### src/rtl/tiadc_oc_pkg.sv
package tiadc_oc_pkg;
  localparam int unsigned OC_DATA_W   = 16;
  localparam int unsigned OC_NUM_CH   = 4;
  localparam int unsigned OC_AVG_LOG2 = 6;

  // pointer width, at least one bit
  function automatic int unsigned oc_idx_w(input int unsigned n);
    return (n < 2) ? 1 : $clog2(n);
  endfunction
endpackage

### src/rtl/tiadc_oc_chan_sel.sv
module tiadc_oc_chan_sel #(
  parameter int unsigned NUM_CH = 4,
  parameter int unsigned CH_W   = 2
) (
  input  logic            clk,
  input  logic            rst_n,
  input  logic            adv_i,
  output logic [CH_W-1:0] ptr_o,
  output logic [NUM_CH-1:0] take_o
);
  localparam logic [CH_W-1:0] LAST = CH_W'(NUM_CH - 1);

  always_ff @(posedge clk) begin
    if (!rst_n) begin
      ptr_o <= '0;
    end else if (adv_i) begin
      ptr_o <= (ptr_o == LAST) ? '0 : ptr_o + 1'b1;
    end
  end

  for (genvar g = 0; g < NUM_CH; g++) begin : g_take
    assign take_o[g] = adv_i && (ptr_o == CH_W'(g));
  end
endmodule

### src/rtl/tiadc_oc_lane_est.sv
module tiadc_oc_lane_est #(
  parameter int unsigned DATA_W   = 16,
  parameter int unsigned AVG_LOG2 = 6
) (
  input  logic                     clk,
  input  logic                     rst_n,
  input  logic                     take_i,
  input  logic signed [DATA_W-1:0] data_i,
  output logic signed [DATA_W-1:0] est_o,
  output logic                     blk_done_o
);
  localparam int unsigned ACC_W = DATA_W + AVG_LOG2;

  logic signed [ACC_W-1:0] acc_q;
  logic [AVG_LOG2-1:0]     cnt_q;
  logic signed [ACC_W-1:0] sum_next;

  // mean of a full block: arithmetic shift gives floor rounding
  function automatic logic signed [DATA_W-1:0] block_mean(input logic signed [ACC_W-1:0] s);
    logic signed [ACC_W-1:0] sh;
    sh = s >>> AVG_LOG2;
    return sh[DATA_W-1:0];
  endfunction

  assign sum_next   = acc_q + ACC_W'(data_i);
  assign blk_done_o = take_i && (cnt_q == '1);

  always_ff @(posedge clk) begin
    if (!rst_n) begin
      acc_q <= '0;
      cnt_q <= '0;
      est_o <= '0;
    end else if (take_i) begin
      cnt_q <= cnt_q + 1'b1;
      if (blk_done_o) begin
        est_o <= block_mean(sum_next);
        acc_q <= '0;
      end else begin
        acc_q <= sum_next;
      end
    end
  end
endmodule

### src/rtl/tiadc_offset_cancel.sv
module tiadc_offset_cancel
  import tiadc_oc_pkg::*;
#(
  parameter int unsigned DATA_W   = OC_DATA_W,
  parameter int unsigned NUM_CH   = OC_NUM_CH,
  parameter int unsigned AVG_LOG2 = OC_AVG_LOG2,
  localparam int unsigned CH_W    = oc_idx_w(NUM_CH)
) (
  input  logic                     clk,
  input  logic                     rst_n,
  input  logic                     in_valid,
  input  logic signed [DATA_W-1:0] in_data,
  output logic                     out_valid,
  output logic signed [DATA_W-1:0] out_data,
  output logic [CH_W-1:0]          out_chan
);
  logic [CH_W-1:0]          chan_ptr;
  logic [NUM_CH-1:0]        take;
  logic [NUM_CH-1:0]        blk_done;
  logic [NUM_CH*DATA_W-1:0] est_flat;
  logic signed [DATA_W-1:0] est_sel;

  // clamp a - b into the signed data range
  function automatic logic signed [DATA_W-1:0] sat_sub(
    input logic signed [DATA_W-1:0] a,
    input logic signed [DATA_W-1:0] b
  );
    logic signed [DATA_W:0] d;
    d = {a[DATA_W-1], a} - {b[DATA_W-1], b};
    if (d[DATA_W] != d[DATA_W-1])
      return d[DATA_W] ? {1'b1, {(DATA_W-1){1'b0}}} : {1'b0, {(DATA_W-1){1'b1}}};
    return d[DATA_W-1:0];
  endfunction

  tiadc_oc_chan_sel #(.NUM_CH(NUM_CH), .CH_W(CH_W)) u_sel (
    .clk    (clk),
    .rst_n  (rst_n),
    .adv_i  (in_valid),
    .ptr_o  (chan_ptr),
    .take_o (take)
  );

  for (genvar g = 0; g < NUM_CH; g++) begin : g_lane
    tiadc_oc_lane_est #(.DATA_W(DATA_W), .AVG_LOG2(AVG_LOG2)) u_est (
      .clk        (clk),
      .rst_n      (rst_n),
      .take_i     (take[g]),
      .data_i     (in_data),
      .est_o      (est_flat[g*DATA_W +: DATA_W]),
      .blk_done_o (blk_done[g])
    );
  end

  always_comb begin
    est_sel = '0;
    for (int i = 0; i < NUM_CH; i++) begin
      if (chan_ptr == CH_W'(i)) est_sel = est_flat[i*DATA_W +: DATA_W];
    end
  end

  always_ff @(posedge clk) begin
    if (!rst_n) begin
      out_valid <= 1'b0;
      out_data  <= '0;
      out_chan  <= '0;
    end else begin
      out_valid <= in_valid;
      if (in_valid) begin
        out_data <= sat_sub(in_data, est_sel);
        out_chan <= chan_ptr;
      end
    end
  end
endmodule

### config.mk
export PLATFORM = sky130hd
export DESIGN_NAME = tiadc_offset_cancel
export DESIGN_NICKNAME = d
export VERILOG_FILES = /design/src/rtl/tiadc_oc_pkg.sv /design/src/rtl/tiadc_oc_chan_sel.sv /design/src/rtl/tiadc_oc_lane_est.sv /design/src/rtl/tiadc_offset_cancel.sv
export SDC_FILE = /design/constraint.sdc
export NUM_CORES = 1
export LEC_CHECK = 0
export ABC_AREA = 0
export BUFFER_PORTS_ARGS = -buffer_cell sky130_fd_sc_hd__buf_2
export CORE_AREA = 2 2 163 165
export DETAILED_ROUTE_END_ITERATION = 8
export DIE_AREA = 0 0 165 167
export PLACE_DENSITY_LB_ADDON = 0.1
export SYNTH_ARGS = -nofsm -noshare
export SYNTH_HDL_FRONTEND = slang
export SYNTH_SLANG_ARGS = --single-unit
### constraint.sdc
create_clock -name clk -period 4.41 [get_ports clk]
set_clock_uncertainty 0.1 [all_clocks]
set_input_delay 0.441 -clock clk [delete_from_list [all_inputs] [get_ports clk]]
set_output_delay 0.441 -clock clk [all_outputs]
set_load 0.005 [all_outputs]
# Word level (Yosys, flattened, before mapping)

Cells that the tools add are included.

Register bits: 197
Bits of input ports: 19
Output and inout port bits: 19
Logic and storage cells: 62

Add/sub/neg operators: 10
Eq/ne operators: 8
Multiplexer cells: 15
Reduce and logical (&&, ||, !) cells: 13

Operators by type and width:

| cell                                          | count |
|---|---|
| two-way mux 16 bit                            | 7 |
| adder 22 x 16 -> 22 bit                       | 4 |
| two-way mux 22 bit                            | 4 |
| adder 6 x 1 -> 6 bit, second input constant   | 4 |
| == test 6 bit, second input constant          | 4 |
| subtractor 16 x 16 -> 17 bit                  | 1 |
| logical AND 1 bit                             | 8 |
| AND reduction 2 bit                           | 4 |
| == test 2 bit, second input constant          | 2 |
| two-way mux 1 bit                             | 3 |
| adder 2 x 1 -> 2 bit, second input constant   | 1 |
| == test 2 x 1 -> 1 bit, second input constant | 1 |
| zero test 2 bit                               | 1 |
| two-way mux 2 bit                             | 1 |
| inequality test 1 bit                         | 1 |

# Longest topological paths before layout

Word-level depth: 11
Mapped depth: 21
Depth with buffers taken out: 19

# Cells and area by module

Synthesis repeated with hierarchy kept, for this count alone.

Cell total of the unflattened synthesis: 1595
Area total of the unflattened synthesis: 13421.6 um^2

Modules (own cells, without submodules):

| module                                   | times used | cells an instance | area each (um^2) |
|---|---|---|---|
| tiadc_oc_lane_est at g_lane[0].u_est ... | 3          | 337               | 2807.7 |
| tiadc_oc_lane_est at g_lane[3].u_est     | 1          | 336               | 2780.2 |
| tiadc_offset_cancel                      | 1          | 231               | 2048.2 |
| tiadc_oc_chan_sel                        | 1          | 17                | 170.2 |

# Worst setup path after synthesis

Ideal clock, no wire load.

Path type: reg2reg
Start: register u_sel.ptr_o[0]
End: register out_data[10]
Setup time: 0.141 ns
Data arrival time: 3.410 ns
Data required time: 4.169 ns
Path slack: 0.759 ns
Cell stages (with the launch flop): 21
Buffers on the path: 3
Clock period less this slack: 3.651 ns
Path through: dfxtp_1 > inv_1 > ha_1 > clkbuf_1 > clkbuf_1 > nand2_1 > nor2_1 > a21oi_1 > nor2_1 > a21oi_1 > o21ai_0 > ha_1 > fa_1 > nor2b_1 > o31a_1 > o41ai_1 > a21oi_1 > o21a_1 > clkbuf_1 > o21ai_0 > a31oi_1

Cells in the longest elaborated chain, start to end: 11

Ends and longest elaborated chain:

| item                             | line                      | source |
|---|---|---|
| start: declaration               | tiadc_oc_chan_sel.sv:8    | `output logic [CH_W-1:0] ptr_o,` |
| start signal: assignment         | tiadc_oc_chan_sel.sv:17   | `ptr_o <= (ptr_o == LAST) ? '0 : ptr_o + 1'b1;` |
| zero test 2 bit                  | tiadc_offset_cancel.sv:57 | `if (chan_ptr == CH_W'(i)) est_sel = est_flat[i*DATA_W +: DATA_W];` |
| two-way mux 16 bit (3 in series) | tiadc_offset_cancel.sv:57 |  |
| two-way mux 16 bit (*)           | tiadc_offset_cancel.sv:57 |  |
| subtractor 16 x 16 -> 17 bit (*) | tiadc_offset_cancel.sv:29 | `d = {a[DATA_W-1], a} - {b[DATA_W-1], b};` |
| inequality test 1 bit            | tiadc_offset_cancel.sv:30 | `if (d[DATA_W] != d[DATA_W-1])` |
| two-way mux 1 bit                | tiadc_offset_cancel.sv:30 |  |
| two-way mux 1 bit                | tiadc_offset_cancel.sv:68 | `if (in_valid) begin` |
| two-way mux 1 bit                | tiadc_offset_cancel.sv:62 | `if (!rst_n) begin` |
| two-way mux 16 bit (*)           | tiadc_offset_cancel.sv:32 | `return d[DATA_W-1:0];` |
| end signal: assignment           | tiadc_offset_cancel.sv:69 | `out_data <= sat_sub(in_data, est_sel);` |
| end: declaration                 | tiadc_offset_cancel.sv:14 | `output logic signed [DATA_W-1:0] out_data,` |

Every way passes the cells marked *; elsewhere a longest branch is shown, timed or not. The select of a mux whose other input is x is not followed.
A chain may end at the register's enable or synchronous reset.

# Worst setup path after layout

Ends and elaborated chain as after synthesis.

==> flow_summary.json <==
{
  "ys_types": 71,
  "ioPinCount": 38,
  "r2r_setup_slack_ns": 0.47,
  "routed_wl_um": 36700,
  "grt_usage_pct": 27.0,
  "hold_class": "reg -> reg",
  "max_freq_ghz": 0.254,
  "firstDrtPassIters": 5,
  "placed_area_um2": 13100,
  "crit_path_max_incr_delay_ns": 0.50,
  "rsz0062_at_grt": "no",
  "io_buffers": 37,
  "avgSynthCellArea_um2": 7.80,
  "ys_async_sr_fraction_pct": 0,
  "synth_edf_count": 0,
  "die_w_um": 165,
  "syn2layout_area_growth_pct": 7.78,
  "finalInstanceArea_um2": 13700,
  "worstHoldStart": "g_lane[2].u_est.acc_q[2]$_SDFFE_PN0P_",
  "wire_per_inst_um": 18.7,
  "dp_hpwl_um": 26800,
  "worst_ep_arrival_time_ns": 4.16,
  "slew_violations": 0,
  "h-tree-depth": 4,
  "fin_crit_sh_pct": 89.3,
  "clk_latency_ns": 0.45,
  "vdd_drop_max_mv": 0.234,
  "synthesis.area_um2": 12700,
  "yosys_warnings": 0,
  "grt_max_degree": 77,
  "drc": 0,
  "first_iter_violations": 778,
  "final_cell_mix": "dfxtp_1, nand2_1, a21oi_1",
  "fin_setup_tns_ns": 0,
  "antenna_cells": 0,
  "worstSetupPathType": "reg -> reg",
  "layout.cells.most_common": "dfxtp_1",
  "cts.reportedPaths.clkPinSlew_ns": 0.08,
  "slowest_stage": "o41ai_1",
  "tritoncts": "yes",
  "die_h_um": 167,
  "crit_required_ns": 4.63,
  "root_buffer": "clkbuf_16",
  "synthesis.instances": 1627,
  "min_period_ns": 3.94,
  "pre_cts_ws_ns": 0.554,
  "crit_path_frequent_cell": "a21oi_1",
  "grt_overflow": 0,
  "cts.sinks": 197,
  "ys_seq_area_share_pct": 31.1,
  "r2r_cells": 19,
  "numCtsBuffers": 17,
  "worstSetupStartpointType": "flip-flop",
  "clockBufferDepth": 2,
  "powerDensity_nw_per_um2": 325,
  "holdBufCountCts": 0,
  "antenna_found_initial": 0,
  "power_switching_uw": 1380,
  "swShare_pct": 31.2,
  "internal_power_uw": 3050,
  "cts_repair_resize_count": 0,
  "max-slew-margin-rel_pct": 34.2,
  "outcome": "finished, final reports clean",
  "crit_chain": "inv_1 -> ha_1 -> buf_4 -> nand2_1 -> nor2_1 -> a21oi_1 -> nor2_1 -> a21oi_1 -> nor2_1 -> a21oi_1 -> ha_1 -> nor2b_1 -> o31a_1 -> o41ai_1 -> a21oi_1 -> o21a_1 -> buf_4 -> o21ai_0 -> a31oi_1",
  "ys.flop_type": "dfxtp_1",
  "cp_max_fo": 22,
  "holdPathEnd": "g_lane[2].u_est.acc_q[2]$_SDFFE_PN0P_",
  "avgViaCountPerCell": 5.95,
  "place.gp.congestion": 0.912,
  "worst_slack_ns": 0.473,
  "pwr-share-clk_pct": 36.3,
  "power_frac_seq_pct": 42.5,
  "r2r_end": "out_data[10]$_SDFFE_PN0P_",
  "hold_viol_final": 0,
  "hold-path-cell-count": 2,
  "core_um2": 25800,
  "reg2reg_from": "u_sel.ptr_o[0]$_SDFFE_PN0P_",
  "maxCapViolations": 0,
  "start_util_pct": 49.2,
  "postRouteAntennaNets": 0,
  "p_leak_uw": 0.00574,
  "die-area_um2": 27600,
  "drive_above_1_share_pct": 6.96,
  "worst_setup_path_end_kind": "flip-flop",
  "ys_ff_latch": 197,
  "setup_viol": 0,
  "comb_power_share_pct": 21.1,
  "tightest_slew_ns": 0.984,
  "cts_setup_buffers": 0,
  "fin_nets": 1743,
  "grt_pass1_vias": 10900,
  "synth_fp_nets": 1759,
  "grt_pass1_wl_um": 58600,
  "via_count": 11600,
  "rows": 59
}
-- flip-flops by register name (all words and copies together) (netlist names) --
signal	count
g_lane.u_est.acc_q	88
u_sel.ptr_o	2
out_valid	1
out_data	16
g_lane.u_est.cnt_q	24
g_lane.u_est.est_o	64
out_chan	2
-- worst max-delay path, delay by kind of cell (launching register included) --
family / cells / cell delay, ns
AOI/OAI and AO/OA: 9 / 1.91
adders and majority gates: 2 / 0.50
buffers and inverters: 3 / 0.48
DFF: 1 / 0.43
and+or+nand+nor: 5 / 0.38
-- worst max path at each step --
stage	cells past startpoint	to	slack, ns	from
3_5_place_dp	19	out_data[2]$_SDFFE_PN0P_	0.55	u_sel.ptr_o[0]$_SDFFE_PN0P_
6_report	19	out_data[10]$_SDFFE_PN0P_	0.47	u_sel.ptr_o[0]$_SDFFE_PN0P_
3_3_place_gp	17	out_data[11]$_SDFFE_PN0P_	0.65	u_sel.ptr_o[0]$_SDFFE_PN0P_
5_1_grt	19	out_data[6]$_SDFFE_PN0P_	0.09	u_sel.ptr_o[0]$_SDFFE_PN0P_
4_1_cts	19	out_data[2]$_SDFFE_PN0P_	0.53	u_sel.ptr_o[0]$_SDFFE_PN0P_
2_1_floorplan	20	out_data[10]$_SDFFE_PN0P_	0.76	u_sel.ptr_o[0]$_SDFFE_PN0P_
-- metrics by stage --
stage          total power, uW  util, %  cells  hold slack (ns)
2_1_floorplan             2600        -   1627            0.329
3_3_place_gp              2850     50.8   1927            0.341
3_5_place_dp              2860     50.8   1927            0.350
4_1_cts                   4450     53.1   1958            0.360
5_1_grt                   4650     53.1   1958            0.375
6_report                  4440     53.1   1958            0.358
-- power groups by stage --
| stage | registers, uW | clock network, uW | logic (uW) |
|---|---|---|---|
| finish | 1890 | 1610 | 937 |
| detailed placement | 1930 | 0 | 927 |
| CTS | 1890 | 1630 | 932 |
| global placement | 1930 | 0 | 923 |
| global route | 1900 | 1710 | 1040 |
| floorplan | 1920 | 0 | 678 |
-- logic make-up (layout without fill, tap and decap cells) --
family,Yosys count,in the layout,synth area share (%)
fa+ha+maj,116,116,11.7
xor+xnor,100,100,6.91
simple gates,541,541,18.9
flops,197,197,31.1
buf+inv,125,121,3.86
mux,8,8,0.631
compound gates,540,540,26.9
-- layer usage --
metal  share of wire [%]  vias up  wire, um  GRT usage, %
met5                   0        -         0             0
met4                 2.5        0       910          8.05
met3                 3.6       56      1330          2.94
met2                  47      235     17400          45.2
met1                  46     5503     17000          36.4
li1                    -     5854         -             -
-- area by class of cell --
type / instances / area (um2)
multi-input cells: 1305 / 8250
fillers: 2546 / 12100
inverters: 31 / 119
well taps: 335 / 419
clock buffers: 20 / 447
clock inverters: 11 / 141
repair buffers: 59 / 350
flip-flops and latches: 197 / 3940
-- cell usage after synthesis, types with 17 or more instances --
| cell type | n | area share (%) |
|---|---|---|
| a211oi_1 | 21 | 1.2 |
| a22oi_1 | 28 | 1.7 |
| a31oi_1 | 27 | 1.3 |
| nand4_1 | 23 | 1.1 |
| clkbuf_1 | 78 | 2.3 |
| o21ai_0 | 103 | 4.1 |
| inv_1 | 30 | 0.89 |
| nand2_1 | 192 | 5.7 |
| ha_1 | 108 | 11 |
| xnor2_1 | 58 | 4.0 |
| a21oi_1 | 186 | 7.3 |
| a21o_1 | 55 | 3.3 |
| xor2_1 | 42 | 2.9 |
| nand3_1 | 68 | 2.7 |
| dfxtp_1 | 197 | 31 |
| nor2_1 | 177 | 5.2 |
| o21a_1 | 17 | 1.0 |
(Power assumes the default switching activity.)
